==> config.mk <==
export PLATFORM = sky130hd
export DESIGN_NAME = bus_state_capture
export DESIGN_NICKNAME = d
export VERILOG_FILES = /design/src/rtl/bsc_pkg.sv /design/src/rtl/bsc_sync.sv /design/src/rtl/bsc_strobe_qual.sv /design/src/rtl/bsc_capture_fsm.sv /design/src/rtl/bus_state_capture.sv
export SDC_FILE = /design/constraint.sdc
export NUM_CORES = 1
export LEC_CHECK = 0
export BUFFER_PORTS_ARGS = -buffer_cell sky130_fd_sc_hd__buf_2
export CAP_MARGIN = 20
export CORE_ASPECT_RATIO = 0.75
export CORE_UTILIZATION = 54
export DETAILED_ROUTE_END_ITERATION = 8
export PLACE_DENSITY = 0.84
export SLEW_MARGIN = 20
export SYNTH_ARGS = -nofsm -noshare
export SYNTH_HDL_FRONTEND = slang
export SYNTH_HIERARCHICAL = 1
export SYNTH_SLANG_ARGS = --single-unit
==> constraint.sdc <==
create_clock -name clk -period 3.4 [get_ports clk]
set_input_delay 0.17 -clock clk [delete_from_list [all_inputs] [get_ports clk]]
set_output_delay 0.17 -clock clk [all_outputs]
set_load 0.01 [all_outputs]
==> src/rtl/bsc_pkg.sv <==
package bsc_pkg;
    localparam int STAT_W = 4;
    // status nibble bit positions (decoded by downstream disassembly)
    localparam int ST_WR_BIT = 0;
    localparam int ST_IO_BIT = 1;
    localparam int ST_RF_BIT = 2;
    localparam int ST_M1_BIT = 3;

    typedef enum logic [1:0] {
        ST_ARMED   = 2'd0,
        ST_CAPTURE = 2'd1,
        ST_DONE    = 2'd2
    } cap_state_e;
endpackage

==> src/rtl/bsc_sync.sv <==
module bsc_sync #(
    parameter int           W       = 8,
    parameter int           STAGES  = 2,
    parameter logic [W-1:0] RST_VAL = '0
) (
    input  logic         clk,
    input  logic         rst_n,
    input  logic [W-1:0] din,
    output logic [W-1:0] dout
);
    logic [W-1:0] pipe [STAGES];

    generate
        for (genvar s = 0; s < STAGES; s++) begin : g_stage
            always_ff @(posedge clk) begin
                if (!rst_n) begin
                    pipe[s] <= RST_VAL;
                end else if (s == 0) begin
                    pipe[s] <= din;
                end else begin
                    pipe[s] <= pipe[(s == 0) ? 0 : s-1];
                end
            end
        end
    endgenerate

    assign dout = pipe[STAGES-1];
endmodule

==> src/rtl/bsc_strobe_qual.sv <==
module bsc_strobe_qual
    import bsc_pkg::*;
#(
    parameter int ADDR_W = 16,
    parameter int DATA_W = 8
) (
    input  logic              clk,
    input  logic              rst_n,
    input  logic              mreq_n,
    input  logic              iorq_n,
    input  logic              wr_n,
    input  logic              rfsh_n,
    input  logic              m1_n,
    input  logic [ADDR_W-1:0] addr,
    input  logic [DATA_W-1:0] data,
    input  logic              qual_en,
    output logic              evt,
    output logic [STAT_W-1:0] snap_stat,
    output logic [ADDR_W-1:0] snap_addr,
    output logic [DATA_W-1:0] snap_data
);
    // one-cycle-old copy of the synchronized bus
    logic              h_mreq_n, h_iorq_n, h_wr_n, h_rfsh_n, h_m1_n;
    logic [ADDR_W-1:0] h_addr;
    logic [DATA_W-1:0] h_data;

    always_ff @(posedge clk) begin
        if (!rst_n) begin
            h_mreq_n <= 1'b1;
            h_iorq_n <= 1'b1;
            h_wr_n   <= 1'b1;
            h_rfsh_n <= 1'b1;
            h_m1_n   <= 1'b1;
            h_addr   <= '0;
            h_data   <= '0;
        end else begin
            h_mreq_n <= mreq_n;
            h_iorq_n <= iorq_n;
            h_wr_n   <= wr_n;
            h_rfsh_n <= rfsh_n;
            h_m1_n   <= m1_n;
            h_addr   <= addr;
            h_data   <= data;
        end
    end

    // derived clocks: J = inverted mem request, K = inverted io request, L = refresh as is
    logic j_now, j_old, k_now, k_old, l_old, fall_j, fall_k;
    assign j_now  = ~mreq_n;
    assign j_old  = ~h_mreq_n;
    assign k_now  = ~iorq_n;
    assign k_old  = ~h_iorq_n;
    assign l_old  = h_rfsh_n;
    assign fall_j = j_old & ~j_now;
    assign fall_k = k_old & ~k_now;
    assign evt    = (fall_j | fall_k) & (~qual_en | l_old);

    always_comb begin
        snap_stat            = '0;
        snap_stat[ST_WR_BIT] = ~h_wr_n;
        snap_stat[ST_IO_BIT] = ~h_iorq_n;
        snap_stat[ST_RF_BIT] = h_rfsh_n;
        snap_stat[ST_M1_BIT] = h_m1_n;
    end
    assign snap_addr = h_addr;
    assign snap_data = h_data;
endmodule

==> src/rtl/bsc_capture_fsm.sv <==
module bsc_capture_fsm
    import bsc_pkg::*;
#(
    parameter int ADDR_W = 16,
    parameter int DATA_W = 8,
    parameter int DEPTH  = 8,
    localparam int ENT_W = STAT_W + ADDR_W + DATA_W,
    localparam int CNT_W = (DEPTH > 1) ? $clog2(DEPTH) : 1
) (
    input  logic              clk,
    input  logic              rst_n,
    input  logic              evt,
    input  logic [STAT_W-1:0] snap_stat,
    input  logic [ADDR_W-1:0] snap_addr,
    input  logic [DATA_W-1:0] snap_data,
    input  logic [ADDR_W-1:0] trig_addr,
    input  logic [ADDR_W-1:0] trig_addr_mask,
    input  logic [STAT_W-1:0] trig_stat,
    input  logic [STAT_W-1:0] trig_stat_mask,
    output logic              wr_en,
    output logic [CNT_W-1:0]  wr_addr,
    output logic [ENT_W-1:0]  wr_data,
    output logic              done
);
    localparam logic [CNT_W-1:0] LAST = CNT_W'(DEPTH - 1);

    cap_state_e       state_q, state_d;
    logic [CNT_W-1:0] cnt_q;
    logic             hit, store;

    assign hit = evt
               && (((snap_addr ^ trig_addr) & trig_addr_mask) == '0)
               && (((snap_stat ^ trig_stat) & trig_stat_mask) == '0);

    always_comb begin
        state_d = state_q;
        store   = 1'b0;
        unique case (state_q)
            ST_ARMED: begin
                if (hit) begin
                    store   = 1'b1;
                    state_d = (DEPTH == 1) ? ST_DONE : ST_CAPTURE;
                end
            end
            ST_CAPTURE: begin
                if (evt) begin
                    store = 1'b1;
                    if (cnt_q == LAST) state_d = ST_DONE;
                end
            end
            ST_DONE: state_d = ST_DONE;
            default: state_d = ST_ARMED;
        endcase
    end

    // state register
    always_ff @(posedge clk) begin
        if (!rst_n) state_q <= ST_ARMED;
        else        state_q <= state_d;
    end

    // outputs and write pointer
    always_ff @(posedge clk) begin
        if (!rst_n) begin
            wr_en   <= 1'b0;
            wr_addr <= '0;
            wr_data <= '0;
            cnt_q   <= '0;
            done    <= 1'b0;
        end else begin
            wr_en <= store;
            done  <= (state_d == ST_DONE);
            if (store) begin
                wr_addr <= cnt_q;
                wr_data <= {snap_stat, snap_addr, snap_data};
                cnt_q   <= cnt_q + 1'b1;
            end
        end
    end

    p_done_sticky_r7: assert property (@(posedge clk) disable iff (!rst_n)
        done |=> done);
    p_no_write_after_done_r7: assert property (@(posedge clk) disable iff (!rst_n)
        done |=> !wr_en);
    p_done_at_depth_r7: assert property (@(posedge clk) disable iff (!rst_n)
        $rose(done) |-> (wr_en && wr_addr == LAST));
endmodule

==> src/rtl/bus_state_capture.sv <==
module bus_state_capture
    import bsc_pkg::*;
#(
    parameter int ADDR_W      = 16,
    parameter int DATA_W      = 8,
    parameter int DEPTH       = 8,
    parameter int SYNC_STAGES = 2,
    localparam int ENT_W = STAT_W + ADDR_W + DATA_W,
    localparam int CNT_W = (DEPTH > 1) ? $clog2(DEPTH) : 1
) (
    input  logic              clk,
    input  logic              rst_n,
    input  logic              bus_mreq_n,
    input  logic              bus_iorq_n,
    input  logic              bus_wr_n,
    input  logic              bus_rfsh_n,
    input  logic              bus_m1_n,
    input  logic [ADDR_W-1:0] bus_addr,
    input  logic [DATA_W-1:0] bus_data,
    input  logic              qual_en,
    input  logic [ADDR_W-1:0] trig_addr,
    input  logic [ADDR_W-1:0] trig_addr_mask,
    input  logic [STAT_W-1:0] trig_stat,
    input  logic [STAT_W-1:0] trig_stat_mask,
    output logic              cap_wr_en,
    output logic [CNT_W-1:0]  cap_wr_addr,
    output logic [ENT_W-1:0]  cap_wr_data,
    output logic              cap_done
);
    localparam int VEC_W = 5 + ADDR_W + DATA_W;
    localparam logic [VEC_W-1:0] VEC_RST = {5'b11111, {(ADDR_W + DATA_W){1'b0}}};

    logic [VEC_W-1:0]  raw_vec, syn_vec;
    logic              s_mreq_n, s_iorq_n, s_wr_n, s_rfsh_n, s_m1_n;
    logic [ADDR_W-1:0] s_addr;
    logic [DATA_W-1:0] s_data;
    logic              evt;
    logic [STAT_W-1:0] snap_stat;
    logic [ADDR_W-1:0] snap_addr;
    logic [DATA_W-1:0] snap_data;

    assign raw_vec = {bus_mreq_n, bus_iorq_n, bus_wr_n, bus_rfsh_n, bus_m1_n, bus_addr, bus_data};
    assign {s_mreq_n, s_iorq_n, s_wr_n, s_rfsh_n, s_m1_n, s_addr, s_data} = syn_vec;

    bsc_sync #(.W(VEC_W), .STAGES(SYNC_STAGES), .RST_VAL(VEC_RST)) u_sync (
        .clk(clk), .rst_n(rst_n), .din(raw_vec), .dout(syn_vec)
    );

    bsc_strobe_qual #(.ADDR_W(ADDR_W), .DATA_W(DATA_W)) u_qual (
        .clk(clk), .rst_n(rst_n),
        .mreq_n(s_mreq_n), .iorq_n(s_iorq_n), .wr_n(s_wr_n),
        .rfsh_n(s_rfsh_n), .m1_n(s_m1_n), .addr(s_addr), .data(s_data),
        .qual_en(qual_en), .evt(evt),
        .snap_stat(snap_stat), .snap_addr(snap_addr), .snap_data(snap_data)
    );

    bsc_capture_fsm #(.ADDR_W(ADDR_W), .DATA_W(DATA_W), .DEPTH(DEPTH)) u_fsm (
        .clk(clk), .rst_n(rst_n), .evt(evt),
        .snap_stat(snap_stat), .snap_addr(snap_addr), .snap_data(snap_data),
        .trig_addr(trig_addr), .trig_addr_mask(trig_addr_mask),
        .trig_stat(trig_stat), .trig_stat_mask(trig_stat_mask),
        .wr_en(cap_wr_en), .wr_addr(cap_wr_addr), .wr_data(cap_wr_data),
        .done(cap_done)
    );

    // independent count of writes seen at the port
    logic [CNT_W-1:0] chk_cnt;
    always_ff @(posedge clk) begin
        if (!rst_n)         chk_cnt <= '0;
        else if (cap_wr_en) chk_cnt <= chk_cnt + 1'b1;
    end

    p_addr_seq_r6: assert property (@(posedge clk) disable iff (!rst_n)
        cap_wr_en |-> (cap_wr_addr == chk_cnt));
    p_refresh_filtered_r4: assert property (@(posedge clk) disable iff (!rst_n)
        (cap_wr_en && $past(qual_en)) |-> cap_wr_data[ADDR_W + DATA_W + ST_RF_BIT]);
endmodule

==> metrics.yaml <==
global_route:
  grt_pass1_wl_um: 13900
  antenna_found_initial: 0
  grt_pass1_vias: 2972
  grt_start_max_net_pins: 136
  grt_overflow: 0
  grtUsageTotal: 0.225
critical_path:
  cp-endpoint: "u_fsm/wr_data[26]"
  cp_max_fo: 16
  r2r_start: "u_qual/h_iorq_n"
  reg2reg_to: "u_fsm/wr_data[26]"
  critPathLaunchType: "flop"
  cp.required_ns: 3.82
  rr_worst_depth: 8
  critPathArrivalTime_ns: 2.66
  worstSetupStartpoint: "u_qual/h_iorq_n"
  crit_type: "reg2reg"
  r2r_slack_ns: 1.16
  cp-end-kind: "flop"
synth:
  netlist.area_leader.share: 0.588
  synth_edf_count: 0
  synth_most_common_cell: "dfxtp_1"
  yosys.area.top_type: "dfxtp_1"
  synthesis.nets: 464
  ys_async_sr_fraction: 0
  syn_avg_cell_area_um2: 10.9
  synth_ff_type: "dfxtp_1"
  synthTopCellsByArea: "dfxtp_1 (59%), and2_1 (11%), mux2i_1 (8.0%)"
  ys_seq_area_frac: 0.588
  ys_types: 26
  syn_area_um2: 4260
  synthCells: 390
  synth_common_cells: "dfxtp_1 (125), and2_1 (72), nand2_1 (67), mux2i_1 (34)"
  ys_ff_latch: 125
  yosysWarnings: 6
clock_tree:
  clkLatencyLatePin_ns: 0.50
  path_clk_slew_ns: 0.06
  cts_tree: "yes"
  cts_root_buf: "clkbuf_8"
  cts_resized: 0
  clock_path_buffers: 2
  htreeDepth: 4
  cts_made_buffers: 17
  clock_sinks: 125
timing:
  relSlewSlack: 0.476
  fin_crit_ns: 2.24
  max_freq_mhz: 446
  tightest_slew_ns: 0.786
  rsz0062_at_grt: "no"
  worst_slack_ns: 1.16
  slew_violations: 0
  finClkSkew_ns: 0.00863
  fin_crit_sh: 0.659
  fin_setup_tns_ns: 0
  hold_viol: 0
  setup_viol: 0
final_layout:
  fin_area_um2: 5650
  fin_cells: 636
  finalNetCount: 596
  diodes: 0
  layout-drive-gt1-share: 0.265
  synthToLayoutAreaGrowth_pct: 32.8
detailed_routing:
  vias: 2904
  drt_pre_antenna_iters: 4
  antenna_left: 0
  wl_per_cell_um: 13.4
  via_per_inst: 4.57
  drt_iter0_markers: 177
  drc: 0
  wl_um: 8510
die:
  core_um2: 7500
  die_h_um: 78.9
  dieArea_um2: 8240
  die_w_um: 105
  ios: 105
  num_rows: 27
  start_util: 0.567
power_and_ir_drop:
  report.power.total_mw: 3.46
  peakVddDrop_uv: 456
  p_per_area_nw_per_um2: 612
  p_leak_nw: 2.50
place:
  io_buffers: 104
  dp_worst_setup_slack_ns: 1.21
  dpl.cell_count: 575
  dp.final_hpwl_um: 5340
  dpl_cell_area_um2: 4750
  gp_congestion: 0.818
run:
  drv_cap: 0
min_path:
  hold_class: "in2reg"
run_status:
  status: "completed"
[placed cells by master, fill, tap and decap left out, types with 3 or more instances in the layout]
cell type      count
bufinv_16          3
nand2_1           67
clkbuf_16         16
and2_1            72
clkbuf_8           3
xor2_1            20
mux2i_1           34
a22oi_1            8
dfxtp_1          125
dlygate4sd3_1     29
buf_4              4
nand2b_1          20
buf_2            103
clkinv_4           4
[through the flow]
| step | util | hold WS [ns] |
|---|---|---|
| floorplan | - | 0.271 |
| global placement | 0.634 | 0.350 |
| detailed placement | 0.634 | 0.356 |
| CTS | 0.753 | 0.192 |
| global route | 0.754 | 0.174 |
| finish | 0.754 | 0.122 |
[worst min-delay path by stage]
stage	from	slack, ns	depth (start not counted)	end
3_5_place_dp	bus_wr_n	0.36	2	u_sync/pipe[0][26]
5_1_grt	rst_n	0.17	2	u_qual/h_wr_n
3_3_place_gp	bus_wr_n	0.35	2	u_sync/pipe[0][26]
6_report	rst_n	0.12	2	u_sync/pipe[0][26]
2_1_floorplan	bus_m1_n	0.27	1	u_sync/pipe[0][24]
4_1_cts	trig_addr_mask[12]	0.19	5	u_fsm/wr_en
[critical path, cell delays in order (launching register included)]
cell      delay [ns]
dfxtp_1         0.31
nand2b_1        0.13
a21oi_1         0.33
nand2b_1        0.10
a21oi_1         0.12
nand3_1         0.17
o41ai_4         0.39
buf_4           0.35
mux2i_1         0.25
[per-layer routing]
metal  wire length [µm]  part of all wire  vias up  track usage
li1                   -                 -     1512            -
met1               3800              0.45     1293        0.255
met2               4150              0.49       85        0.381
met3                389             0.046       14       0.0813
met4                167             0.020        0        0.106
met5                  0                 0        -            0
[power breakdown]
group | switching (mW) | leakage, nW | internal, mW
Clock | 0.621 | 0.296 | 1.16
Sequential | 0.0132 | 1.02 | 1.51
Combinational | 0.0676 | 1.18 | 0.0883
Total | 0.702 | 2.50 | 2.76
[cell type report]
cell class / instances / area [µm²]
fillers: 520 / 1850
inverters: 2 / 7.51
clock inverters: 12 / 160
clock buffers: 20 / 445
well taps: 101 / 126
flip-flops and latches: 125 / 2500
repair buffers: 137 / 847
multi-input cells: 239 / 1560
[cells by family after synthesis]
kind of cell,after synthesis,synth area share
buffers and inverters,26,0.0470
AOI/OAI and AO/OA,16,0.0309
muxes,34,0.0800
adders and majority gates,2,0.00588
DFF,125,0.588
and+or+nand+nor,167,0.207
xor gates and xnor gates,20,0.0412
[state kept, by name, summed over array words and instances, names as in the netlist]
| name | flops |
|---|---|
| u_fsm/cnt_q | 3 |
| u_fsm/done | 1 |
| u_fsm/state_q | 2 |
| u_fsm/wr_addr | 3 |
| u_fsm/wr_data | 28 |
| u_fsm/wr_en | 1 |
| u_qual/h_iorq_n | 1 |
| u_qual/h_m1_n | 1 |
| u_qual/h_mreq_n | 1 |
| u_qual/h_rfsh_n | 1 |
| u_qual/h_wr_n | 1 |
| u_qual/snap_addr | 16 |
| u_qual/snap_data | 8 |
| u_sync/pipe | 58 |
[timing repair]
action / CTS / global route
hold buffers: 29 / 0
hold endpoints to repair: 29 / 0
setup buffers: 0 / 0
endpoints found under the setup margin: 0 / 0
(Power assumes the default switching activity.)
